File: config.mk
export PLATFORM = sky130hd
export DESIGN_NAME = ex_opsel_alu
export DESIGN_NICKNAME = d
export VERILOG_FILES = /design/src/rtl/ex_opsel_alu.sv
export SDC_FILE = /design/constraint.sdc
export NUM_CORES = 1
export LEC_CHECK = 0
export BUFFER_PORTS_ARGS = -buffer_cell sky130_fd_sc_hd__clkbuf_2
export CAP_MARGIN = 30
export CORE_MARGIN = 2
export CORE_UTILIZATION = 40
export CTS_CLUSTER_DIAMETER = 40
export CTS_CLUSTER_SIZE = 28
export DETAILED_ROUTE_END_ITERATION = 8
export HOLD_SLACK_MARGIN = 0.12
export PLACE_DENSITY_LB_ADDON = 0.3
export SYNTH_ARGS = -nofsm -noshare
export SYNTH_HDL_FRONTEND = slang
export SYNTH_SLANG_ARGS = --single-unit
export TNS_END_PERCENT = 1
File: constraint.sdc
create_clock -name clk -period 12.3 [get_ports clk]
set_input_delay 1.23 -clock clk [delete_from_list [all_inputs] [get_ports clk]]
set_output_delay 1.23 -clock clk [all_outputs]
set_load 0.1 [all_outputs]
File: src/rtl/ex_opsel_alu.sv
module ex_opsel_alu (
  input  logic        clk,
  input  logic        rst,
  input  logic        en,
  input  logic [31:0] npc_i,
  input  logic [31:0] opa_i,
  input  logic [31:0] opb_i,
  input  logic [31:0] imm_i,
  input  logic [31:0] instr_i,
  output logic [31:0] result_o,
  output logic        cond_o
);

  localparam logic [5:0]  OP_REG  = 6'h00, OP_J = 6'h02, OP_JL = 6'h03,
                          OP_BZ   = 6'h04, OP_BNZ = 6'h05, OP_SLTI = 6'h0A,
                          OP_ANDI = 6'h0C, OP_ORI = 6'h0D, OP_XORI = 6'h0E;
  localparam logic [10:0] F_ADD = 11'h020, F_SUB = 11'h022, F_AND = 11'h024,
                          F_OR  = 11'h025, F_XOR = 11'h026, F_SLL = 11'h004,
                          F_SRL = 11'h006, F_SRA = 11'h007, F_SLT = 11'h02A;

  wire [5:0]  opc    = instr_i[31:26];
  wire [10:0] fn     = instr_i[10:0];
  wire        is_reg = (opc == OP_REG);
  wire        is_ctl = (opc == OP_J) || (opc == OP_JL) || (opc == OP_BZ) || (opc == OP_BNZ);

  wire [31:0] x = is_ctl ? npc_i : opa_i;
  wire [31:0] y = is_reg ? opb_i : imm_i;
  wire [4:0]  sh = y[4:0];
  wire        lt = $signed(x) < $signed(y);

  logic [31:0] alu;
  logic        cnd;

  always_comb begin
    alu = x + y;
    if (is_reg) begin
      case (fn)
        F_ADD:   alu = x + y;
        F_SUB:   alu = x - y;
        F_AND:   alu = x & y;
        F_OR:    alu = x | y;
        F_XOR:   alu = x ^ y;
        F_SLL:   alu = x << sh;
        F_SRL:   alu = x >> sh;
        F_SRA:   alu = $unsigned($signed(x) >>> sh);
        F_SLT:   alu = {31'd0, lt};
        default: alu = '0;
      endcase
    end else begin
      case (opc)
        OP_ANDI: alu = x & y;
        OP_ORI:  alu = x | y;
        OP_XORI: alu = x ^ y;
        OP_SLTI: alu = {31'd0, lt};
        default: alu = x + y;
      endcase
    end
  end

  always_comb begin
    case (opc)
      OP_BZ:   cnd = (opa_i == '0);
      OP_BNZ:  cnd = (opa_i != '0);
      default: cnd = 1'b0;
    endcase
  end

  always_ff @(posedge clk) begin
    if (rst) begin
      result_o <= '0;
      cond_o   <= 1'b0;
    end else if (en) begin
      result_o <= alu;
      cond_o   <= cnd;
    end
  end

  assert_reset_clear_R1: assert property (@(posedge clk)
    rst |=> (result_o == 32'd0 && !cond_o));

  assert_stall_hold_R2: assert property (@(posedge clk) disable iff (rst)
    !en |=> ($stable(result_o) && $stable(cond_o)));

  assert_ctl_target_R3: assert property (@(posedge clk) disable iff (rst)
    (en && instr_i[31:28] == 4'h0 && instr_i[27:26] != 2'b00 && instr_i[31:26] != 6'h01)
      |=> result_o == $past(npc_i) + $past(imm_i));

  assert_bad_func_zero_R6: assert property (@(posedge clk) disable iff (rst)
    (en && instr_i[31:26] == 6'h00 &&
     !(instr_i[10:0] inside {11'h020, 11'h022, 11'h024, 11'h025, 11'h026,
                             11'h004, 11'h006, 11'h007, 11'h02A}))
      |=> result_o == 32'd0);

  assert_bnz_flag_R8: assert property (@(posedge clk) disable iff (rst)
    (en && instr_i[31:26] == 6'h05) |=> cond_o == ($past(opa_i) != 32'd0));

  assert_bz_flag_R8: assert property (@(posedge clk) disable iff (rst)
    (en && instr_i[31:26] == 6'h04) |=> cond_o == ($past(opa_i) == 32'd0));

  assert_flag_quiet_R8: assert property (@(posedge clk) disable iff (rst)
    (en && instr_i[31:27] != 5'b00010) |=> !cond_o);

endmodule

# Yosys cells after proc, flatten, opt, wreduce, memory -nomap -nowiden
# Cells that the tools add are included.
dict set report word_totals {
  word_cells 40
  ff_bits 33
}
dict set report classes {
  reduce_logical 6
  n_eq_ne 17
  n_mux 6
  bitwise_logic 3
  addsub 2
  shift 3
  magnitude_cmp 1
}
# operator count
set ops {}
lappend ops {{$pmux 32 s9} 1}
lappend ops {{$pmux 32 s4} 1}
lappend ops {{$mux 32} 3}
lappend ops {{$eq 11x6->1 const B} 6}
lappend ops {{$eq 11x3->1 const B} 3}
lappend ops {{$add 32x32->32} 1}
lappend ops {{$and 32x32->32} 1}
lappend ops {{$logic_not 32->1} 1}
lappend ops {{$lt 32x32->1} 1}
lappend ops {{$or 32x32->32} 1}
lappend ops {{$reduce_bool 32->1} 1}
lappend ops {{$shl 32x5->32} 1}
lappend ops {{$shr 32x5->32} 1}
lappend ops {{$sshr 32x5->32} 1}
lappend ops {{$sub 32x32->32} 1}
lappend ops {{$xor 32x32->32} 1}
lappend ops {{$eq 6x4->1 const B} 4}
lappend ops {{$eq 6x2->1 const B} 2}
lappend ops {{$eq 6x3->1 const B} 2}
lappend ops {{$logic_not 6->1} 1}
lappend ops {{$logic_or 1x1->1} 3}
lappend ops {{$pmux 1 s2} 1}

# Longest topological paths before layout
dict set report logic_depth {
  depth_word 8
  depth_mapped 21
  depth_no_buf 17
}

# Worst setup path before layout
# No wires, ideal clock.
dict set report synth_path {
  path_type {input port to flip-flop}
  from {input port instr_i[27]}
  to {register result_o[30]}
  arrival_ns 6.060
  setup_ns 0.125
  path_buffers 5
  path_stages 19
  slack_ns 6.115
  path_cell_list {buf_6 nor3_4 a21boi_1 nor2_2 clkbuf_1 buf_2 buf_1 buf_2 ha_1 or2_2 a2111oi_0 o211ai_1 and3_1 o41ai_1 or4b_1 a21o_1 mux2i_1 a211oi_1 a31oi_1}
}
dict set report synth_between {
  elab_chain_len 8
  word_cells_on_any_way 25
}
# item line_no
set synth_rtl {}
lappend synth_rtl {{start: declaration} 9} ;# input logic [31:0] instr_i,
lappend synth_rtl {{$eq 6x2->1} 24} ;# wire is_ctl = (opc == OP_J) || (opc == OP_JL) || (opc == OP_BZ) || (opc == OP_BNZ);
lappend synth_rtl {{$logic_or 1x1->1 (3 in series)} 24}
lappend synth_rtl {{$mux 32} 26} ;# wire [31:0] x = is_ctl ? npc_i : opa_i;
lappend synth_rtl {{$sub 32x32->32, or another cell as far along} 39} ;# F_SUB: alu = x - y;
lappend synth_rtl {{$pmux 32 s9 / $pmux 32 s4 (equally long branches)} {37, 50}}
lappend synth_rtl {{$mux 32 *} 36} ;# if (is_reg) begin
lappend synth_rtl {{end signal: assignment} 73} ;# result_o <= alu;
lappend synth_rtl {{end: declaration} 10} ;# output logic [31:0] result_o,
# Every way passes the cells marked *; elsewhere a longest branch is shown, timed or not.
# A chain may end at the register's enable or synchronous reset.

# Worst setup path after layout
dict set report layout_path {
  from {input port instr_i[26]}
  to {register result_o[28]}
}
# Same word-level chain as after synthesis.

==> impl_metrics.prom <==
# TYPE chip_impl_metric gauge
chip_impl_metric{name="h-tree-depth",unit=""} 2
chip_impl_metric{name="num-fill-cells",unit=""} 3548
chip_impl_metric{name="worst_ep_arrival_time",unit="ps"} 8490
chip_impl_metric{name="final_layout_size_suffix_gt1_frac",unit=""} 0.155
chip_impl_metric{name="layout.cell_area.non_filler",unit="um2"} 14400
chip_impl_metric{name="yosysWarningCount",unit=""} 0
chip_impl_info{name="hold_class",value="reg -> reg"} 1
chip_impl_metric{name="cell_count_final_fillers_out",unit=""} 2532
chip_impl_metric{name="place.detailed.hpwl",unit="um"} 55400
chip_impl_metric{name="final.min_clock_period",unit="ps"} 8300
chip_impl_metric{name="post_cts.resized_instances",unit=""} 0
chip_impl_info{name="critical_path_class",value="in -> reg"} 1
chip_impl_metric{name="final_hold_viol_count",unit=""} 0
chip_impl_metric{name="synthesis.instances",unit=""} 2026
chip_impl_metric{name="fmax",unit="GHz"} 0.120
chip_impl_info{name="timing.critical_path.to_type",value="flop"} 1
chip_impl_metric{name="cell_internal_power",unit="mW"} 0.439
chip_impl_metric{name="mappedNetlistArea",unit="um2"} 13100
chip_impl_metric{name="place.detailed.instances",unit=""} 2524
chip_impl_metric{name="place.gp.congestion",unit=""} 1.04
chip_impl_metric{name="finalCritPeriodShare",unit=""} 0.675
chip_impl_metric{name="avgViaCountPerCell",unit=""} 6.83
chip_impl_metric{name="finalSetupViolations",unit=""} 0
chip_impl_metric{name="first_pass_grt_wire_length",unit="um"} 105000
chip_impl_info{name="post-synth-top-area-cell",value="sky130_fd_sc_hd__ha_1"} 1
chip_impl_metric{name="post-route-worst-setup-slack",unit="ps"} 4000
chip_impl_metric{name="routed-via-count",unit=""} 17300
chip_impl_metric{name="number_of_i_o_pins",unit=""} 196
chip_impl_info{name="ys_top_cells_by_count",value="242 x sky130_fd_sc_hd__nand2_1, 168 x sky130_fd_sc_hd__a21oi_1, 167 x sky130_fd_sc_hd__nor2_1"} 1
chip_impl_info{name="synth_most_common_cell",value="sky130_fd_sc_hd__nand2_1"} 1
chip_impl_metric{name="row_count",unit=""} 66
chip_impl_metric{name="post_cts_setup_repair_buffer_count",unit=""} 0
chip_impl_metric{name="synth.distinct_cells",unit=""} 90
chip_impl_metric{name="power.switching_fraction",unit=""} 0.585
chip_impl_metric{name="proportion_of_netlist_area_held_by_the_largest_area_contributor",unit=""} 0.0927
chip_impl_metric{name="ys_ff_latch",unit=""} 33
chip_impl_metric{name="drtPass1Iterations",unit=""} 6
chip_impl_metric{name="comb_power_share",unit=""} 0.745
chip_impl_info{name="setup.worst_path.start_class",value="input pin"} 1
chip_impl_metric{name="chipHeight",unit="um"} 185
chip_impl_metric{name="wl_per_cell",unit="um"} 28.6
chip_impl_metric{name="hold_worst_slack",unit="ps"} 466
chip_impl_metric{name="die_w",unit="um"} 185
chip_impl_metric{name="synth_enable_flop_cells",unit=""} 0
chip_impl_metric{name="cap_viol_max_count",unit=""} 0
chip_impl_info{name="ys_flop_type",value="sky130_fd_sc_hd__dfxtp_1"} 1
chip_impl_metric{name="detail_route.iter0.violations",unit=""} 2527
chip_impl_metric{name="power_frac_seq",unit=""} 0.121
chip_impl_info{name="clock_tree_from_tritoncts",value="built"} 1
chip_impl_info{name="rsz0062_at_grt",value="false"} 1
chip_impl_metric{name="fin_nets",unit=""} 2351
chip_impl_metric{name="coreArea",unit="um2"} 32400
chip_impl_metric{name="area_growth",unit="%"} 10.1
chip_impl_metric{name="dpl_cell_area",unit="um2"} 14300
chip_impl_metric{name="drtAntennaViolNets",unit=""} 0
chip_impl_metric{name="timing.slew.headroom",unit=""} 0.299
chip_impl_metric{name="synth.net_count",unit=""} 2288
chip_impl_metric{name="async_reset_ff_frac",unit=""} 0
chip_impl_info{name="synthTopCellsByArea",value="sky130_fd_sc_hd__ha_1 9.3%, sky130_fd_sc_hd__nand2_1 6.9%, sky130_fd_sc_hd__mux2i_1 6.5%"} 1
chip_impl_metric{name="final.setup_skew",unit="ps"} 0
chip_impl_metric{name="worst_skew_pair.late_latency",unit="ps"} 310
chip_impl_metric{name="maximum_number_of_pins_on_one_net_before_global_route_repair",unit=""} 71
chip_impl_metric{name="diodes",unit=""} 0
chip_impl_metric{name="design.die.area",unit="um2"} 34200
chip_impl_metric{name="globalRouteTotalUtil",unit=""} 0.413
chip_impl_metric{name="pwr_density_cell",unit="nW/um2"} 73.4
chip_impl_metric{name="hold_buffers",unit=""} 0
chip_impl_metric{name="io_buffer_count",unit=""} 180
chip_impl_metric{name="synth.yosys.seq_area_share",unit=""} 0.0505
chip_impl_metric{name="crit_fanout",unit=""} 67
chip_impl_metric{name="p_leak",unit="nW"} 6.08
chip_impl_metric{name="final_util",unit=""} 0.445
chip_impl_metric{name="grt_antenna_before_repair",unit=""} 1
chip_impl_metric{name="worst_ep_required_time",unit="ps"} 12490
chip_impl_metric{name="starting_density_of_the_core",unit=""} 0.404
chip_impl_metric{name="overflow",unit=""} 0
chip_impl_info{name="outcome",value="completed"} 1
chip_impl_metric{name="vdd_ir_drop_max",unit="V"} 0.0000486
chip_impl_metric{name="switchingPower",unit="mW"} 0.618
chip_impl_metric{name="worst_slew_pin_slew",unit="ps"} 1050
chip_impl_metric{name="rrSetupSlack",unit="ps"} 11200
chip_impl_metric{name="drt_drc_violations_left",unit=""} 0
chip_impl_metric{name="average_cell_area_after_synthesis",unit="um2"} 6.46
chip_impl_metric{name="final_max_slew_viol_count",unit=""} 0
chip_impl_metric{name="numClockSinks",unit=""} 33
chip_impl_metric{name="route.final.wire_length",unit="um"} 72400
chip_impl_metric{name="worst_slack_after_detailed_placement",unit="ps"} 4010
chip_impl_metric{name="fin_tns_setup",unit="ps"} 0
chip_impl_metric{name="first_global_vias",unit=""} 16000
chip_impl_metric{name="cts-buffers-inserted",unit=""} 5
chip_impl_metric{name="clk_pin_slew",unit="ps"} 70
chip_impl_metric{name="total_power",unit="mW"} 1.06
chip_impl_metric{name="cts.path.max_buffers",unit=""} 2
chip_impl_info{name="cts.root.buffer_cell",value="sky130_fd_sc_hd__clkbuf_16"} 1
chip_impl_metric{name="pwr-share-clk",unit=""} 0.134
## routing by layer
layer | up-vias | share of wire | track usage | wire length (um)
met3 | 234 | 0.12 | 0.0908 | 8700
met5 | - | 0.00018 | 0 | 13
li1 | 7664 | - | - | -
met4 | 2 | 0.056 | 0.199 | 4080
met1 | 8145 | 0.40 | 0.535 | 28700
met2 | 1256 | 0.43 | 0.649 | 30900
## layout make-up
class / count / area (um2) / share of cell area
Sequential cell: 33 / 661 / 0.0459
Multi-Input combinational cell: 1722 / 11400 / 0.792
Clock inverter: 2 / 10.0 / 0.000695
Timing Repair Buffer: 230 / 1280 / 0.0891
Clock buffer: 6 / 129 / 0.00895
Tap cell: 442 / 553 / 0.0384
Inverter: 97 / 364 / 0.0253
## layout by cell type (no fill, tap or decap), types with 13 or more instances in the layout
cell type and n:
sky130_fd_sc_hd__inv_1 86, sky130_fd_sc_hd__mux2_2 34, sky130_fd_sc_hd__a211oi_1 20, sky130_fd_sc_hd__a31oi_1 26, sky130_fd_sc_hd__nand2_1 242, sky130_fd_sc_hd__a22oi_1 24
sky130_fd_sc_hd__o211ai_1 71, sky130_fd_sc_hd__nand4_1 29, sky130_fd_sc_hd__o221ai_1 17, sky130_fd_sc_hd__a221oi_1 24, sky130_fd_sc_hd__nand2b_1 22, sky130_fd_sc_hd__and3_1 13
sky130_fd_sc_hd__or3_1 13, sky130_fd_sc_hd__nor2b_1 15, sky130_fd_sc_hd__a21oi_1 167, sky130_fd_sc_hd__o21ai_0 126, sky130_fd_sc_hd__nor2_1 165, sky130_fd_sc_hd__and2_1 25
sky130_fd_sc_hd__xnor2_1 22, sky130_fd_sc_hd__mux2i_1 83, sky130_fd_sc_hd__nor4_1 18, sky130_fd_sc_hd__buf_4 49, sky130_fd_sc_hd__o21ai_1 37, sky130_fd_sc_hd__o22ai_1 37
sky130_fd_sc_hd__o21bai_1 19, sky130_fd_sc_hd__clkbuf_2 180, sky130_fd_sc_hd__dfxtp_1 33, sky130_fd_sc_hd__a21o_1 22, sky130_fd_sc_hd__ha_1 97, sky130_fd_sc_hd__nor3_1 46
sky130_fd_sc_hd__mux4_2 15, sky130_fd_sc_hd__nand3_1 108
## cell families after synthesis
group                    Yosys count  share of synthesized area
buffers and inverters            271                     0.0827
adder cells (fa/ha/maj)           99                     0.0958
flip-flops                        33                     0.0505
multiplexers                     138                      0.124
XOR/XNOR                          33                     0.0241
AO/OA/AOI/OAI                    716                      0.358
AND/OR/NAND/NOR                  736                      0.265
## final timing paths
| check | to | depth (start not counted) | startpoint |
|---|---|---|---|
| max | result_o[28]$_SDFFE_PP0P_ | 19 | instr_i[26] |
| min | result_o[18]$_SDFFE_PP0P_ | 1 | result_o[18]$_SDFFE_PP0P_ |
| max reg2reg | result_o[22]$_SDFFE_PP0P_ | 3 | result_o[22]$_SDFFE_PP0P_ |
| min reg2reg | result_o[18]$_SDFFE_PP0P_ | 1 | result_o[18]$_SDFFE_PP0P_ |
## sequential cells by signal (all words and copies together), names as in the netlist
signal / cells
result_o: 32
cond_o: 1
## critical path: stages
cell                        delay, ps
sky130_fd_sc_hd__clkbuf_2          80
sky130_fd_sc_hd__buf_4            330
sky130_fd_sc_hd__nor3_4           460
sky130_fd_sc_hd__nand3_1          490
sky130_fd_sc_hd__nand2_1          180
sky130_fd_sc_hd__buf_4            490
sky130_fd_sc_hd__ha_1             490
sky130_fd_sc_hd__inv_1            120
sky130_fd_sc_hd__fa_1             500
sky130_fd_sc_hd__or2_2            350
sky130_fd_sc_hd__a2111oi_0        790
sky130_fd_sc_hd__o211ai_1         330
sky130_fd_sc_hd__and3_1           340
sky130_fd_sc_hd__o41ai_1          960
sky130_fd_sc_hd__a21oi_1          310
sky130_fd_sc_hd__mux2i_1          180
sky130_fd_sc_hd__o41ai_1          360
sky130_fd_sc_hd__o211ai_1         150
sky130_fd_sc_hd__a221o_1          320
## power by group through the flow
stage | registers [mW] | logic [mW] | clock network, mW
4_1_cts | 0.128 | 0.761 | 0.141
3_3_place_gp | 0.130 | 0.753 | 0
5_1_grt | 0.129 | 0.834 | 0.144
3_5_place_dp | 0.130 | 0.758 | 0
6_report | 0.128 | 0.788 | 0.141
2_1_floorplan | 0.214 | 0.453 | 0
No activity file was read; power rests on OpenSTA's default activity.
